===== config.mk =====
export PLATFORM = sky130hd
export DESIGN_NAME = icap_fifo
export DESIGN_NICKNAME = d
export VERILOG_FILES = /design/src/rtl/icap_fifo.sv
export SDC_FILE = /design/constraint.sdc
export NUM_CORES = 1
export LEC_CHECK = 0
export BUFFER_PORTS_ARGS = -buffer_cell sky130_fd_sc_hd__buf_4
export CORE_UTILIZATION = 45
export DETAILED_ROUTE_END_ITERATION = 8
export GPL_ROUTABILITY_DRIVEN = 0
export PLACE_DENSITY = 0.68
export SLEW_MARGIN = 25
export SYNTH_ARGS = -nofsm -noshare
export SYNTH_HDL_FRONTEND = slang
export SYNTH_SLANG_ARGS = --single-unit
export TNS_END_PERCENT = 30

===== constraint.sdc =====
create_clock -name clk -period 2.69 [get_ports clk]
set_input_delay 0.1345 -clock clk [delete_from_list [all_inputs] [get_ports clk]]
set_output_delay 0.1345 -clock clk [all_outputs]
set_load 0.02 [all_outputs]

===== src/rtl/icap_fifo.sv =====
module icap_fifo #(
  parameter int TW    = 32,
  parameter int DEPTH = 4
) (
  input  logic        clk,
  input  logic        rst_n,
  input  logic        evt_in,
  input  logic [2:0]  mode,
  input  logic [1:0]  irq_sel,
  input  logic        gate_set,
  input  logic        gate_in,
  input  logic        gate_pol,
  input  logic        ovf_clr,
  input  logic        rd_en,
  input  logic        rd_hi,
  output logic [15:0] rd_data,
  output logic        buf_ne,
  output logic        ovf,
  output logic        irq,
  output logic        cap_dis
);
  localparam int HW = TW / 2;
  localparam int AW = $clog2(DEPTH);
  localparam int CW = AW + 1;

  logic [TW-1:0] tbase;
  logic [TW-1:0] mem [DEPTH];
  logic [AW-1:0] wr_ptr, rd_ptr;
  logic [CW-1:0] count;
  logic [3:0]    pre_cnt;
  logic [1:0]    irq_cnt;
  logic          s1, s2, s3, g_q;
  logic          hit;

  wire rise    = s2 & ~s3;
  wire fall    = ~s2 & s3;
  wire full    = (count == CW'(DEPTH));
  wire cap     = hit & ~cap_dis;
  wire take    = cap & ~full;
  wire pop     = rd_en & rd_hi & (count != '0);
  wire g_edge  = gate_pol ? (gate_in & ~g_q) : (~gate_in & g_q);
  wire pre_mod = (mode == 3'd4) || (mode == 3'd5);

  assign buf_ne = (count != '0);

  always_comb begin
    case (mode)
      3'd1:    hit = rise;
      3'd2:    hit = fall;
      3'd3:    hit = rise | fall;
      3'd4:    hit = rise && (pre_cnt == 4'd3);
      3'd5:    hit = rise && (pre_cnt == 4'd15);
      default: hit = 1'b0;
    endcase
  end

  always_ff @(posedge clk) begin
    if (!rst_n) begin
      tbase <= '0;
      {s1, s2, s3, g_q} <= '0;
    end else begin
      tbase <= tbase + 1'b1;
      s1 <= evt_in;
      s2 <= s1;
      s3 <= s2;
      g_q <= gate_in;
    end
  end

  always_ff @(posedge clk) begin
    if (!rst_n)
      pre_cnt <= '0;
    else if (mode == 3'd0 || cap_dis)
      pre_cnt <= '0;
    else if (pre_mod && rise)
      pre_cnt <= hit ? 4'd0 : pre_cnt + 4'd1;
  end

  always_ff @(posedge clk) begin
    if (!rst_n)
      cap_dis <= 1'b0;
    else if (gate_set)
      cap_dis <= 1'b1;
    else if (cap_dis && g_edge)
      cap_dis <= 1'b0;
  end

  always_ff @(posedge clk) begin
    if (take) mem[wr_ptr] <= tbase;
  end

  always_ff @(posedge clk) begin
    if (!rst_n) begin
      wr_ptr <= '0;
      rd_ptr <= '0;
      count  <= '0;
    end else begin
      if (take) wr_ptr <= (wr_ptr == AW'(DEPTH - 1)) ? '0 : wr_ptr + 1'b1;
      if (pop)  rd_ptr <= (rd_ptr == AW'(DEPTH - 1)) ? '0 : rd_ptr + 1'b1;
      count <= count + CW'(take) - CW'(pop);
    end
  end

  always_ff @(posedge clk) begin
    if (!rst_n)
      rd_data <= '0;
    else if (rd_en)
      rd_data <= rd_hi ? mem[rd_ptr][TW-1:HW] : mem[rd_ptr][HW-1:0];
  end

  always_ff @(posedge clk) begin
    if (!rst_n)
      ovf <= 1'b0;
    else if (ovf_clr)
      ovf <= 1'b0;
    else if (cap && full)
      ovf <= 1'b1;
  end

  always_ff @(posedge clk) begin
    if (!rst_n) begin
      irq     <= 1'b0;
      irq_cnt <= '0;
    end else begin
      irq <= 1'b0;
      if (mode == 3'd0)
        irq_cnt <= '0;
      else if (take) begin
        if (irq_cnt == irq_sel) begin
          irq     <= 1'b1;
          irq_cnt <= '0;
        end else
          irq_cnt <= irq_cnt + 2'd1;
      end
    end
  end

  assert_ovf_sticky_R7: assert property (@(posedge clk) disable iff (!rst_n)
    ovf && !ovf_clr |=> ovf);
  assert_ovf_when_full_R7: assert property (@(posedge clk) disable iff (!rst_n)
    $rose(ovf) |-> $past(count) == CW'(DEPTH));
  assert_dis_from_gate_R9: assert property (@(posedge clk) disable iff (!rst_n)
    $rose(cap_dis) |-> $past(gate_set));
  assert_lo_read_holds_R4: assert property (@(posedge clk) disable iff (!rst_n)
    rd_en && !rd_hi && !take |=> $stable(count));
  assert_hi_read_pops_R5: assert property (@(posedge clk) disable iff (!rst_n)
    rd_en && rd_hi && buf_ne && !take |=> count == $past(count) - CW'(1));
endmodule


==> qor.txt <==
DRT Wirelength: 14.31 mm
Post-Synthesis Cells: 528
post-synth top area share: 48.26%
vias per cell: 5.379
post-route setup TNS: 0 ns
Die Y: 135.0 µm
Post-Synth Adder-Cell Area: 1.980%
root buf cell: clkbuf_16
Avg Inst Size Synth: 15.08 µm²
CP Launch Type: flip-flop
Leak: 3.466 nW
I/O Buffers: 33
Simple-Gate Fraction of Synth Area: 11.09%
Design Area, Final: 9224 µm²
cts bufs inserted: 17
Final Hold Viols: 0
CTS tree: yes
Post-route DRC: 0
VDD IR-drop max: 0.5110 mV
GRT overflow: 0
Clock Skew: 0.02154 ns
Clock Latency Late Sink: 0.44 ns
nets@finish: 598
H-tree depth: 4
GRT Resource Usage Total: 17.28%
TritonRoute pass-1 iters: 5
fill count: 1,444
initial antenna violation count: 0
yosys warns: 0
status: finished clean
Crit Path Category: reg2reg
pwr/cell area: 695.7 nW/µm²
Initial Util: 46.04%
Core Area: 17,300 µm²
dpl cell area: 8521 µm²
CP max FO: 2
share of post-route cells with drive strength above 1: 22.91%
I/O pin count: 34
Final Cycle Share: 94.19%
Slew headroom: 45.42%
Clock transition at path regs: 0.07 ns
largest family of logic cells by synthesized area: multiplexers
Netlist cell types: 47
cell accounting for the most synthesized area: edfxtp_1
CTS max path bufs: 2
HP Class: in2reg
Slew @ Worst Pin: 0.8118 ns
CP Data Required Time: 3.02 ns
register area share after synthesis: 65.86%
# diodes: 0
synthesis-to-layout area growth: 15.82%
Site Rows: 48
net count after synthesis: 554
xor/xnor share of the synthesized area: 2.639%
critical path capture point type: flip-flop
fin crit period: 2.534 ns
vias in the first global route: 4,459
largest cells by area after synthesis: edfxtp_1 48%, dfxtp_1 18%, mux4_2 9.0%
largest net degree at the start of global routing: 75
proportion of synthesized area in mux cells: 12.82%
post-synthesis instance area: 7964 µm²
die footprint: 18,230 µm²
crit path DAT: 2.87 ns
synthesis-stage register bit count: 198
Die Wd: 135.0 µm
EDFF count, synth: 128
CTS Sinks: 198
Post-synth top flop: edfxtp_1
Compound-Gate Fraction of Synth Area: 3.598%
fmax: 394.7 MHz
Detail Route Antenna Nets: 0
Vias: 4,357
first-pass GRT wire length: 23.23 mm
WL per Instance: 17.67 µm
final setup vio count: 0
dpl hpwl: 8.728 mm
Iter 0 DRT Violations: 248
Final Max Tran Viols: 0
async set-reset flop share out of synthesis: 0%
max_cap viols: 0
==> cell usage after synthesis (2+ instances only) <==
cell type and number:
dfxtp_1 70, and3_1 11, nand4_4 2, nand4_1 4, nor3_1 6, buf_1 3
clkbuf_1 13, a21oi_1 22, nor2_1 10, nor4_4 2, nor3b_1 2, xor2_1 10
o31ai_1 2, or2_2 2, nand2_1 31, buf_4 3, edfxtp_1 128, nand3_1 14
xnor2_1 14, or2b_2 2, buf_2 2, mux2i_1 30, and2_1 26, nor2b_1 7
mux4_2 32, ha_1 11, and4_1 4, nand2b_1 12, inv_1 15, o21ai_0 20
or3_1 2
==> cell usage in the layout, fill, tap and decap left out, types with 2 or more instances in the layout <==
| cell | n |
|---|---|
| nor2b_1 | 6 |
| o21ai_0 | 20 |
| and2_1 | 26 |
| mux4_2 | 32 |
| o31ai_1 | 2 |
| nand2_1 | 31 |
| inv_2 | 2 |
| or3_1 | 2 |
| and4_1 | 4 |
| nor3b_1 | 2 |
| dlygate4sd3_1 | 4 |
| xor2_1 | 10 |
| or2_2 | 2 |
| ha_1 | 8 |
| or2b_2 | 2 |
| mux2i_1 | 30 |
| buf_12 | 5 |
| edfxtp_1 | 128 |
| dfxtp_2 | 3 |
| nor3_1 | 6 |
| bufinv_16 | 2 |
| and3_1 | 11 |
| xnor2_1 | 13 |
| buf_4 | 38 |
| nor2_1 | 9 |
| ha_4 | 2 |
| nand2b_1 | 12 |
| clkinv_4 | 2 |
| nor2b_4 | 2 |
| nor4_4 | 2 |
| clkinvlp_4 | 2 |
| nand4_1 | 4 |
| clkinv_2 | 4 |
| nand4_4 | 2 |
| dfxtp_1 | 66 |
| inv_1 | 12 |
| a21oi_1 | 22 |
| clkbuf_16 | 18 |
| nand3_1 | 14 |
==> kinds of logic after synthesis <==
| kind of cell | Yosys count |
|---|---|
| adder cells (fa/ha/maj) | 12 |
| buffers and inverters | 37 |
| multiplexers | 62 |
| flip-flops | 198 |
| AND/OR/NAND/NOR | 144 |
| XOR/XNOR | 24 |
| AO/OA/AOI/OAI | 51 |
==> metrics by stage <==
stage / hold WS, ns / power (W) / worst slack (ns) / util, % / std cells
after floorplan: 0.2106 / 0.003780 / 0.06361 / - / 528
after global placement: 0.2952 / 0.003943 / 0.09278 / 49.26 / 773
after detailed placement: 0.3006 / 0.003962 / -0.02202 / 49.26 / 773
after CTS: 0.02937 / 0.006489 / 0.04393 / 53.04 / 810
after global routing: 0.07930 / 0.006666 / -0.02571 / 53.33 / 810
final: 0.05918 / 0.006417 / 0.1563 / 53.33 / 810
==> worst max-delay path, cell delays in order (launching register included) <==
cell      delay [ns]
dfxtp_4         0.36
inv_4           0.06
ha_4            0.11
nor2b_4         0.14
o221ai_2        0.10
o21a_1          0.21
nor2_2          0.10
inv_1           0.05
ha_1            0.26
inv_1           0.06
ha_2            0.17
inv_2           0.04
fa_2            0.36
xnor2_2         0.16
xnor2_1         0.12
and2_1          0.15
==> worst paths after layout <==
kind,start,to,slack (ns),cells after the start
worst max-delay path,s3$_SDFF_PN0_,count[2]$_SDFF_PN0_,0.16,15
worst min register to register,s1$_SDFF_PN0_,s2$_SDFF_PN0_,0.44,1
worst max register to register,s3$_SDFF_PN0_,count[2]$_SDFF_PN0_,0.16,15
worst min-delay path,irq_sel[0],irq$_SDFF_PP0_,0.06,3
==> registers in the layout (all words and copies together) (netlist names), 2 cells and up, named ones only <==
name,cells
count,3
irq_cnt,2
mem,128
pre_cnt,4
rd_data,16
rd_ptr,2
tbase,32
wr_ptr,2
==> final cells by class <==
cell class                 instances  area (µm²)  share of cell area [%]
clock buffer                      20       467.9                   5.073
clock inverter                    12       125.1                   1.356
inverter                          15       58.81                  0.6375
multi-input combinational        293        2613                   28.32
sequential                       198        5253                   56.95
tap                              225       281.5                   3.052
timing repair buffer              47       425.4                   4.612
==> power by group <==
part / leakage [nW] / internal, W / switching (W) / total, W
Clock: 0.289 / 0.00144 / 0.00106 / 0.00250
Combinational: 1.31 / 0.000289 / 0.000282 / 0.000572
Sequential: 1.87 / 0.00327 / 0.0000670 / 0.00334
Total: 3.47 / 0.00501 / 0.00141 / 0.00642
==> layer usage <==
metal	vias up	global-route usage, %	part of all wire [%]
li1	2059	-	-
met1	2197	21.87	45
met2	89	28.61	50
met3	12	4.842	4.5
met4	0	5.805	1.1
met5	-	0	0
==> timing repair <==
action / 4_1_cts / 5_1_grt
cloned: 0 / 0
pin swaps: 0 / 9
setup endpoints to repair: 1 / 1
hold buffers: 4 / 0
gates resized for setup: 3 / 15
hold endpoints to repair: 4 / 0
setup buffers: 1 / 0
Note: power is estimated with default switching activity, not from simulation.
